File: config.mk
export PLATFORM = sky130hd
export DESIGN_NAME = eth_rx_frame_check
export DESIGN_NICKNAME = d
export VERILOG_FILES = /design/src/rtl/eth_rxchk_pkg.sv /design/src/rtl/rxchk_bitcnt.sv /design/src/rtl/rxchk_crc.sv /design/src/rtl/rxchk_satcnt.sv /design/src/rtl/eth_rx_frame_check.sv
export SDC_FILE = /design/constraint.sdc
export NUM_CORES = 1
export LEC_CHECK = 0
export BUFFER_PORTS_ARGS = -buffer_cell sky130_fd_sc_hd__buf_2
export CORE_AREA = 5 5 130 132
export CTS_CLUSTER_DIAMETER = 150
export DETAILED_ROUTE_END_ITERATION = 6
export DIE_AREA = 0 0 135 137
export PLACE_DENSITY = 0.66
export SYNTH_ARGS = -nofsm -noshare
export SYNTH_HDL_FRONTEND = slang
export SYNTH_SLANG_ARGS = --single-unit
File: constraint.sdc
create_clock -name clk -period 2.55 [get_ports clk]
set_clock_uncertainty 0.05 [all_clocks]
set_input_delay 0 -clock clk [delete_from_list [all_inputs] [get_ports clk]]
set_output_delay 0 -clock clk [all_outputs]
set_load 0.02 [all_outputs]
File: src/rtl/eth_rxchk_pkg.sv
package eth_rxchk_pkg;

  localparam logic [31:0] CRC_POLY    = 32'h04C11DB7;
  localparam logic [31:0] CRC_PRESET  = 32'hFFFFFFFF;
  localparam logic [31:0] CRC_RESIDUE = 32'hC704DD7B;

  // One serial CRC-32 step: shift left, fold in the polynomial on feedback.
  function automatic logic [31:0] crc32_bit(input logic [31:0] c, input logic b);
    return {c[30:0], 1'b0} ^ ({32{c[31] ^ b}} & CRC_POLY);
  endfunction

  typedef enum logic {ST_HUNT = 1'b0, ST_RECV = 1'b1} rx_state_e;

endpackage

File: src/rtl/rxchk_bitcnt.sv
module rxchk_bitcnt #(
  parameter int LEN_W = 16,
  localparam int CW = LEN_W + 3
) (
  input  logic             clk,
  input  logic             rst_n,
  input  logic             clear,
  input  logic             inc,
  output logic [LEN_W-1:0] octets,
  output logic [2:0]       residual,
  output logic             octet_mark
);
  logic [CW-1:0] cnt;
  logic          at_max;

  assign at_max     = &cnt;
  assign octets     = cnt[CW-1:3];
  assign residual   = cnt[2:0];
  assign octet_mark = inc && !clear && !at_max && (cnt[2:0] == 3'd7);

  always_ff @(posedge clk or negedge rst_n) begin
    if (!rst_n)               cnt <= '0;
    else if (clear)           cnt <= '0;
    else if (inc && !at_max)  cnt <= cnt + 1'b1;
  end

  // each taken bit advances the residual count by exactly one
  a_r4_residual_step: assert property (@(posedge clk) disable iff (!rst_n)
    (inc && !clear && !at_max) |=> (residual == 3'($past(residual) + 3'd1)));

endmodule

File: src/rtl/rxchk_crc.sv
module rxchk_crc
  import eth_rxchk_pkg::*;
(
  input  logic        clk,
  input  logic        rst_n,
  input  logic        load,
  input  logic        shift,
  input  logic        bit_in,
  input  logic        octet_mark,
  output logic [31:0] crc_run,
  output logic [31:0] crc_oct
);
  logic [31:0] crc_nxt;

  assign crc_nxt = crc32_bit(crc_run, bit_in);

  always_ff @(posedge clk or negedge rst_n) begin
    if (!rst_n) begin
      crc_run <= CRC_PRESET;
      crc_oct <= CRC_PRESET;
    end else if (load) begin
      crc_run <= CRC_PRESET;
      crc_oct <= CRC_PRESET;
    end else if (shift) begin
      crc_run <= crc_nxt;
      if (octet_mark) crc_oct <= crc_nxt;
    end
  end

  // the octet-boundary copy moves only when an octet completes or a frame opens
  a_r5_snapshot_hold: assert property (@(posedge clk) disable iff (!rst_n)
    (!load && !(shift && octet_mark)) |=> $stable(crc_oct));

  // snapshot equals the running value right after an octet completes
  a_r3_snapshot_match: assert property (@(posedge clk) disable iff (!rst_n)
    (!load && shift && octet_mark) |=> (crc_oct == crc_run));

endmodule

File: src/rtl/rxchk_satcnt.sv
module rxchk_satcnt #(
  parameter int WIDTH = 16
) (
  input  logic             clk,
  input  logic             rst_n,
  input  logic             inc,
  output logic [WIDTH-1:0] q
);
  always_ff @(posedge clk or negedge rst_n) begin
    if (!rst_n)           q <= '0;
    else if (inc && !(&q)) q <= q + 1'b1;
  end

  // once full, the count never wraps
  a_r9_no_wrap: assert property (@(posedge clk) disable iff (!rst_n)
    (&q) |=> (&q));

endmodule

File: src/rtl/eth_rx_frame_check.sv
module eth_rx_frame_check
  import eth_rxchk_pkg::*;
#(
  parameter int LEN_W = 16,
  parameter int CNT_W = 16
) (
  input  logic             clk,
  input  logic             rst_n,
  input  logic             rx_start,
  input  logic             rx_valid,
  input  logic             rx_bit,
  input  logic             rx_end,
  input  logic [LEN_W-1:0] min_len,
  input  logic             keep_short,
  output logic             frame_done,
  output logic             frame_accept,
  output logic             frame_discard,
  output logic             st_crc_err,
  output logic             st_align_err,
  output logic             st_short,
  output logic             rx_event,
  output logic [CNT_W-1:0] align_err_cnt,
  output logic [CNT_W-1:0] crc_err_cnt,
  output logic             hunting
);
  rx_state_e        state;
  logic             open_frame, take_bit, close_frame;
  logic [LEN_W-1:0] octets;
  logic [2:0]       residual;
  logic             octet_mark;
  logic [31:0]      crc_run, crc_oct;
  logic             crc_bad, misaligned, too_short, drop, ev_align, ev_crc;

  assign open_frame  = (state == ST_HUNT) && rx_start;
  assign close_frame = (state == ST_RECV) && rx_end;
  assign take_bit    = (state == ST_RECV) && rx_valid && !rx_end;

  rxchk_bitcnt #(.LEN_W(LEN_W)) u_bitcnt (
    .clk(clk), .rst_n(rst_n), .clear(open_frame), .inc(take_bit),
    .octets(octets), .residual(residual), .octet_mark(octet_mark));

  rxchk_crc u_crc (
    .clk(clk), .rst_n(rst_n), .load(open_frame), .shift(take_bit),
    .bit_in(rx_bit), .octet_mark(octet_mark),
    .crc_run(crc_run), .crc_oct(crc_oct));

  assign crc_bad    = (crc_oct != CRC_RESIDUE);
  assign misaligned = (residual != 3'd0);
  assign too_short  = (octets < min_len);
  assign drop       = too_short && !keep_short;
  assign ev_align   = close_frame && crc_bad && misaligned;
  assign ev_crc     = close_frame && crc_bad && !misaligned;

  rxchk_satcnt #(.WIDTH(CNT_W)) u_align_cnt (
    .clk(clk), .rst_n(rst_n), .inc(ev_align), .q(align_err_cnt));
  rxchk_satcnt #(.WIDTH(CNT_W)) u_crc_cnt (
    .clk(clk), .rst_n(rst_n), .inc(ev_crc), .q(crc_err_cnt));

  always_ff @(posedge clk or negedge rst_n) begin
    if (!rst_n)           state <= ST_HUNT;
    else if (open_frame)  state <= ST_RECV;
    else if (close_frame) state <= ST_HUNT;
  end

  always_ff @(posedge clk or negedge rst_n) begin
    if (!rst_n) begin
      frame_done    <= 1'b0;
      frame_accept  <= 1'b0;
      frame_discard <= 1'b0;
      st_crc_err    <= 1'b0;
      st_align_err  <= 1'b0;
      st_short      <= 1'b0;
      rx_event      <= 1'b0;
    end else begin
      frame_done    <= close_frame;
      frame_accept  <= close_frame && !drop;
      frame_discard <= close_frame && drop;
      st_crc_err    <= ev_crc;
      st_align_err  <= ev_align;
      st_short      <= close_frame && too_short;
      rx_event      <= close_frame && (!drop || crc_bad);
    end
  end

  assign hunting = (state == ST_HUNT);

  // done lasts one cycle and the block is back in hunt with it
  a_r4_done_single: assert property (@(posedge clk) disable iff (!rst_n)
    frame_done |=> !frame_done);
  a_r4_done_hunting: assert property (@(posedge clk) disable iff (!rst_n)
    frame_done |-> hunting);

  // an alignment error is matched by a counter step (or saturation)
  a_r6_align_counted: assert property (@(posedge clk) disable iff (!rst_n)
    (frame_done && st_align_err) |->
      ((align_err_cnt == $past(align_err_cnt) + 1'b1) || (&align_err_cnt)));

  // a CRC error is matched by a counter step (or saturation)
  a_r7_crc_counted: assert property (@(posedge clk) disable iff (!rst_n)
    (frame_done && st_crc_err) |->
      ((crc_err_cnt == $past(crc_err_cnt) + 1'b1) || (&crc_err_cnt)));

  // a discard only ever comes from a short frame, and accept/discard split done
  a_r8_discard_short: assert property (@(posedge clk) disable iff (!rst_n)
    frame_discard |-> (st_short && frame_done && !frame_accept));

  // no status strobe without an open frame in the previous cycle
  a_r2_no_done_in_hunt: assert property (@(posedge clk) disable iff (!rst_n)
    $past(hunting) |-> !frame_done);

endmodule

# After elaboration in Yosys (flattened, before gate mapping)
# Index checks and enable logic that the tools add are counted.
# Widths: inputs -> output; s select.
# word_totals
regBits	123
latchBits	0
ramBits	0
rom_bits	0
in_bits	23
out_inout_bits	40
word_cells	67
n_memories	0
# classes
n_addsub	3
n_mul	0
div_mod_pow	0
magnitude_cmp	1
eq_ne	2
shifts	0
n_mux	9
bitwise_logic	3
n_reduce_logical	36
# op_table
op	count
$mux 32	5
$mux 19	2
$add 16x1->16 const B	2
$ne 32x32->1 const B	1
$reduce_and 16->1	2
$xor 32x27->32	1
$add 19x1->19 const B	1
$reduce_and 19->1	1
$logic_and 1x1->1	18
$lt 16x16->1	1
$logic_not 1->1	8
$reduce_bool 2->1	4
$eq 3x3->1 const B	1
$reduce_bool 3->1	1
$mux 1	2
$reduce_and 2->1	1
$logic_or 1x1->1	1
$not 1->1	1
$xor 1x1->1	1

# Longest topological paths before layout
# Gate-level depths: netlist of run 1.
# logic_depth
depth_word	9
mapped_depth	8

# Hierarchy
# From an unflattened synthesis of run 1, not the netlist that was laid out.
# hier_totals
hier_cells	581
area_unflattened_um2	6617.6
# by_module_without_submodules
module	n_inst	cells_per_inst	area_per_inst_um2
rxchk_crc	1	235	3133.0
rxchk_satcnt	2	75	840.8
rxchk_bitcnt	1	109	1041.0
eth_rx_frame_check	1	87	762.0

# Worst setup path after synthesis of run 1
# OpenSTA, ideal clock, no wires.
# synth_timing
path_type	flip-flop to flip-flop
from	register u_crc_cnt.q[0]
to	register u_crc_cnt.q[1]
t_arrival_ns	1.876
t_required_ns	2.375
setup_slack_ns	0.499
stages_incl_launch_ff	7
n_path_buf	0
period_less_slack_ns	2.051
path_cell_list	dfrtp_1 ha_1 and3_1 and4_1 a21oi_1 nand2_1 mux2_2
# synth_between
elab_chain_cells	3
# synth_rtl
element	line	source
start, declared	rxchk_satcnt.sv:7	output logic [WIDTH-1:0] q
start signal, assigned	rxchk_satcnt.sv:11	else if (inc && !(&q)) q <= q + 1'b1;
branches (longest 3 deep; another with $add 16x1->16)	n/a	
# Parallel ways; which one is timed is not known.
# A chain may end at the register's enable or synchronous reset.

# Final worst setup path of run 1
# layout_timing
from	register u_crc.crc_oct[4]
to	register u_align_cnt.q[1]
# layout_between
elab_chain_cells	4
# layout_rtl
element	line	source
start, declared	rxchk_crc.sv:11	output logic [31:0] crc_oct
start signal, assigned	rxchk_crc.sv:26	if (octet_mark) crc_oct <= crc_nxt;
$ne 32x32->1	eth_rx_frame_check.sv:47	assign crc_bad = (crc_oct != CRC_RESIDUE);
$logic_and 1x1->1 (2 in series)	eth_rx_frame_check.sv:51	assign ev_align = close_frame && crc_bad && misaligned;
$logic_and 1x1->1	rxchk_satcnt.sv:11	
end signal, assigned	rxchk_satcnt.sv:11	
end, declared	rxchk_satcnt.sv:7	
# No other way between the ends.

==> flow_metrics.py, run 1 <==
metrics = {
    "finish": {
        "fin_nets": 734,
        "layoutNonFillerInstCount": 920,
        "area.growth.synth_to_final_pct": 19.85,
        "drive_gt1_share_pct": 26.56,
        "fin_area_sq_um": 7291,
        "ff_latch_area_sq_um": 3158,
        "fillerInstances": 1448,
        "final_util_pct": 46.74,
        "multi_input_area_sq_um": 2718,
        "antenna_cells": 0,
    },
    "setup_path": {
        "worstPathMaxFanout": 10,
        "cp_slowest_stage_delay_ns": 0.54,
        "cp_data_arrival_time_ns": 2.50,
        "r2r_setup_slack_ns": 0.31,
        "crit_slowest_cell": "dfstp_2",
        "path_cells": "nand4b_1, or4_1, o31a_1, and3_1, mux2_2",
        "end_kind": "register",
        "r2r.worst_path.cells": 5,
        "cp-start-kind": "register",
        "timing.critical_path.required_ns": 2.80,
        "crit_type": "register to register",
    },
    "yosys": {
        "synth_top_area_cell": "dfstp_2",
        "ys_top_cells_by_area": "dfstp_2 (28%), dfrtp_1 (24%), xnor2_1 (6.6%)",
        "synth_ff_type": "dfstp_2",
        "synth_fp_nets": 662,
        "syn-cell-area_sq_um": 6083,
        "synthDistinctLibCells": 55,
        "synth_seq_cells": 123,
        "avgSynthCellArea_sq_um": 9.828,
        "ys_seq_area_share_pct": 51.91,
        "synthTopCellsByCount": "nand2_1 (75), nor2_1 (65), dfstp_2 (64), dfrtp_1 (59), xnor2_1 (46)",
        "synth_edf_count": 0,
        "yosys.cell_count.top_type": "nand2_1",
        "synthArstFlopShare_pct": 100.0,
        "synth_top_area_share_pct": 27.64,
        "syn_inst": 619,
        "yosysWarningCount": 0,
    },
    "route": {
        "drt_first_pass_iters": 5,
        "wl_per_cell_um": 14.74,
        "drt_iter0_markers": 297,
        "vias_per_cell": 5.214,
        "ant_nets": 0,
        "drc": 0,
        "drt-total-wl_um": 13560,
        "num_vias": 4797,
    },
    "clocking": {
        "cts_htree_levels": 4,
        "cts_tree": "done",
        "ctsResizeCount": 0,
        "cts.sinks": 123,
        "cts_setup_buffers": 0,
        "postCtsHoldBufs": 4,
        "clkLatencyLatePin_ns": 0.42,
        "cts.clk_slew.worst_paths_ns": 0.06,
        "clockBufferDepth": 2,
        "cts_made_buffers": 17,
        "cts_root_buf": "clkbuf_16",
    },
    "die": {
        "rows": 46,
        "die_x_um": 135,
        "start_util_pct": 39.00,
        "die_area_sq_um": 18500,
        "core_area_sq_um": 15600,
        "ios": 63,
        "die_h_um": 137,
    },
    "power_and_ir_drop": {
        "power_mw": 5.730,
        "ir_worst_vdd_uv": 507.3,
        "p_per_area_nw_per_um2": 785.9,
        "p_leak_nw": 3.229,
    },
    "placed_design": {
        "dp_cells": 884,
        "place_ws_ns": 0.3103,
        "globalplace.congestion": 0.8657,
        "io_buffer_count": 62,
        "place_area_sq_um": 6678,
        "hpwl_um": 9319,
    },
    "sta": {
        "worst_hold_slack_ns": 0.06910,
        "worstMarginPinSlew_ns": 0.6921,
        "fin_crit_sh_pct": 88.01,
        "drv_slew": 0,
        "relSlewSlack_pct": 53.65,
        "period_minus_slack_ns": 2.244,
        "fmax_mhz": 445.6,
        "hold_viol": 0,
        "setup_ws_ns": 0.3057,
        "fin_tns_setup_ns": 0,
        "finalSetupViolations": 0,
        "rsz0062_at_grt": "no",
    },
    "global_routing": {
        "grt_pass1_vias": 4716,
        "grt_pass1_wl_um": 22650,
        "grt_max_degree": 124,
        "grt_antenna_before_repair": 0,
        "grt_use_total_pct": 15.31,
        "gr-total-overflow": 0,
    },
    "worst_hold_path": {
        "worstHoldPathCells": 3,
        "hp-class": "input port to register",
    },
    "flow_run": {
        "maxCapViolCount": 0,
    },
    "run_status": {
        "outcome": "complete, no violations",
    },
}
flip-flops by register name (all words and copies together) (netlist names), 16 cells and up:
name,cells
u_align_cnt.q,16
u_bitcnt.cnt,19
u_crc.crc_oct,32
u_crc.crc_run,32
u_crc_cnt.q,16
worst paths after layout:
kind | to | start
setup / recovery | u_align_cnt.q[1]$_DFFE_PN0P_ | u_crc.crc_oct[4]$_DFFE_PN1P_
hold / removal | rx_event$_DFF_PN0_ | rx_end
setup reg to reg | u_align_cnt.q[1]$_DFFE_PN0P_ | u_crc.crc_oct[4]$_DFFE_PN1P_
hold reg to reg | u_crc.crc_run[21]$_DFFE_PN1P_ | u_crc.crc_run[21]$_DFFE_PN1P_
max in group asynchronous | u_bitcnt.cnt[13]$_DFFE_PN0P_ | rst_n
min in group asynchronous | rx_event$_DFF_PN0_ | rst_n
logic make-up after synthesis:
| kind of cell | share of synthesized area [%] |
|---|---|
| simple gates | 25.42 |
| flops | 51.91 |
| compound gates | 6.890 |
| buf+inv | 3.455 |
| xor+xnor | 7.487 |
| fa+ha+maj | 4.114 |
| mux | 0.7198 |
power breakdown:
group	internal (mW)	leakage, nW	total, mW	switching (mW)
clock network	1.39	0.264	2.28	0.889
logic	0.374	1.50	0.963	0.589
registers	2.26	1.47	2.49	0.223
layout by cell type (no fill, tap or decap), drive strengths merged, types with 19 or more instances in the layout:
master	Yosys	final
nor3	43	43
dfrtp	59	59
dfstp	64	64
inv	25	26
xnor2	46	46
nand3	40	40
buf	8	77
ha	20	20
nor2	65	65
nand4	24	24
a21oi	24	24
nand2	75	75
clkbuf	20	19
metal layers:
| layer | vias to the layer above | global-route usage, % | wire (um) |
|---|---|---|---|
| met5 | - | 0 | 0 |
| met4 | 0 | 6.439 | 306 |
| met3 | 25 | 3.787 | 658 |
| met2 | 112 | 25.38 | 6580 |
| met1 | 2336 | 19.18 | 6019 |
| li1 | 2324 | - | - |
critical path, delay by kind of cell (launching register included):
kind	cells	cell delay (ns)
flip-flops	1	0.54
AND/OR/NAND/NOR	3	0.86
AO/OA/AOI/OAI	1	0.39
multiplexers	1	0.27
cell type report:
class	count	area share (%)
well taps	216	3.707
clock buffers	19	6.212
clock inverters	13	1.648
repair buffers	81	6.556
flip-flops and latches	123	43.32
inverters	25	1.287
multi-input cells	443	37.27
No activity file was read; power rests on OpenSTA's default activity.
==> run 2, diff against run 1 <==
Clock period 2.55 ns to 2.5 ns, I/O delays scaled along.
==> flow_metrics.py, run 2 (synthesized netlist as in run 1, its figures left out) <==
metrics = {
    "setup_path": {
        "cp_slowest_stage_delay_ns": 0.54,
        "crit_slowest_cell": "dfstp_2",
        "crit_buf_inv": 0,
        "path_delay_family": "simple AND/OR/NAND/NOR gates",
        "path_cells": "nand4b_1, or4_1, o31a_1, and3_1, mux2_2",
        "end_kind": "register",
        "cp_data_arrival_time_ns": 2.50,
        "timing.critical_path.required_ns": 2.75,
        "crit_type": "register to register",
        "worstPathMaxFanout": 10,
        "cp-start-kind": "register",
    },
    "sta": {
        "period_minus_slack_ns": 2.248,
        "fmax_mhz": 444.8,
        "drv_slew": 0,
        "setup_ws_ns": 0.2519,
        "fin_tns_setup_ns": 0,
        "hold_viol": 0,
        "rsz0062_at_grt": "no",
        "fin_crit_sh_pct": 89.93,
        "relSlewSlack_pct": 33.45,
        "worstMarginPinSlew_ns": 0.9949,
        "finalSetupViolations": 0,
    },
    "route": {
        "wl_per_cell_um": 15.14,
        "drt_iter0_markers": 313,
        "num_vias": 4834,
        "drt_first_pass_iters": 6,
        "vias_per_cell": 5.243,
        "drt-total-wl_um": 13960,
        "ant_nets": 0,
        "drc": 0,
    },
    "die": {
        "die_area_sq_um": 18500,
        "die_h_um": 137,
        "core_area_sq_um": 15600,
        "ios": 63,
        "die_x_um": 135,
        "rows": 46,
        "start_util_pct": 39.00,
    },
    "placed_design": {
        "hpwl_um": 9315,
        "place_ws_ns": 0.2551,
        "io_buffer_count": 62,
        "globalplace.congestion": 0.8724,
    },
    "finish": {
        "mostFrequentLayoutCells": "nand2_1 (75), nor2_1 (65), dfstp_2 (64)",
        "final_util_pct": 47.33,
        "antenna_cells": 0,
        "drive_gt1_share_pct": 26.63,
        "fin_nets": 736,
        "area.growth.synth_to_final_pct": 21.35,
        "top_regs": "u_crc.crc_oct x32, u_crc.crc_run x32, u_bitcnt.cnt x19",
        "final_common_cell": "nand2_1",
    },
    "clocking": {
        "cts_htree_levels": 4,
        "cts.sinks": 123,
        "cts.clk_slew.worst_paths_ns": 0.06,
        "cts_tree": "done",
        "ctsResizeCount": 0,
        "clockBufferDepth": 2,
        "clkLatencyLatePin_ns": 0.42,
        "cts_made_buffers": 17,
        "cts_root_buf": "clkbuf_16",
    },
    "global_routing": {
        "grt_max_degree": 57,
        "grt_antenna_before_repair": 0,
        "grt_use_total_pct": 15.76,
        "gr-total-overflow": 0,
        "grt_pass1_vias": 4774,
        "grt_pass1_wl_um": 23320,
    },
    "power_and_ir_drop": {
        "ir_worst_vdd_uv": 525.3,
        "p_leak_nw": 3.292,
        "p_per_area_nw_per_um2": 841.9,
    },
    "worst_hold_path": {
        "hp-class": "input port to register",
    },
    "run_status": {
        "outcome": "complete, no violations",
    },
    "flow_run": {
        "maxCapViolCount": 0,
    },
}
## run 2: power by group
group,total (mW),internal (mW),switching (mW)
clock,2.68,1.77,0.908
combinational,1.00,0.393,0.609
sequential,2.54,2.31,0.228
## run 2: final cells by class
type	count	area, sq um
fill	1440	8215
sequential	123	3158
multi-input combinational	443	2718
timing repair buffer	83	495.5
clock buffer	17	425.4
tap	216	270.3
clock inverter	15	221.5
inverter	25	93.84
## run 2: worst reg2reg max path, delay by kind of cell, from the launching register on
kind / cells / cell delay (ns)
AND/OR/NAND/NOR: 3 / 0.88
flip-flops: 1 / 0.54
AO/OA/AOI/OAI: 1 / 0.40
multiplexers: 1 / 0.27
## run 2: final timing paths
path | startpoint | to | slack (ns) | cells past startpoint
setup / recovery | u_crc.crc_oct[5]$_DFFE_PN1P_ | u_align_cnt.q[1]$_DFFE_PN0P_ | 0.25 | 5
hold / removal | rx_bit | u_crc.crc_run[0]$_DFFE_PN1P_ | 0.08 | 5
setup reg to reg | u_crc.crc_oct[5]$_DFFE_PN1P_ | u_align_cnt.q[1]$_DFFE_PN0P_ | 0.25 | 5
hold reg to reg | u_crc.crc_run[9]$_DFFE_PN1P_ | u_crc.crc_run[9]$_DFFE_PN1P_ | 0.44 | 2
max in group asynchronous | rst_n | u_bitcnt.cnt[12]$_DFFE_PN0P_ | 0.95 | 3
min in group asynchronous | rst_n | u_align_cnt.q[13]$_DFFE_PN0P_ | 0.10 | 3
## run 2: repair_timing
item / 4_1_cts / 5_1_grt
setup buffers: 0 / 0
endpoints found under the setup margin: 0 / 0
endpoints found under the hold margin: 64 / 0
hold buffers: 5 / 0
## run 2: per-stage QoR
stage,std cells,instance area [sq um],hold slack (ns),total power [mW]
6_report,922,7382,0.08054,6.215
3_3_place_gp,885,6685,-0.1287,3.517
3_5_place_dp,885,6685,-0.1296,3.561
5_1_grt,922,7382,0.08743,6.517
2_1_floorplan,619,6083,-0.3456,3.168
4_1_cts,922,7382,0.06432,6.275
## run 2: metal layers
metal  GRT usage, %  wire (um)  part of all wire, %  vias to the layer above
li1               -          -                    -                     2340
met5              0          0                    0                        -
met2          25.54       6530                   47                      121
met4          7.279        291                  2.1                        0
met3          3.529        715                  5.1                       27
met1          20.20       6421                   46                     2346
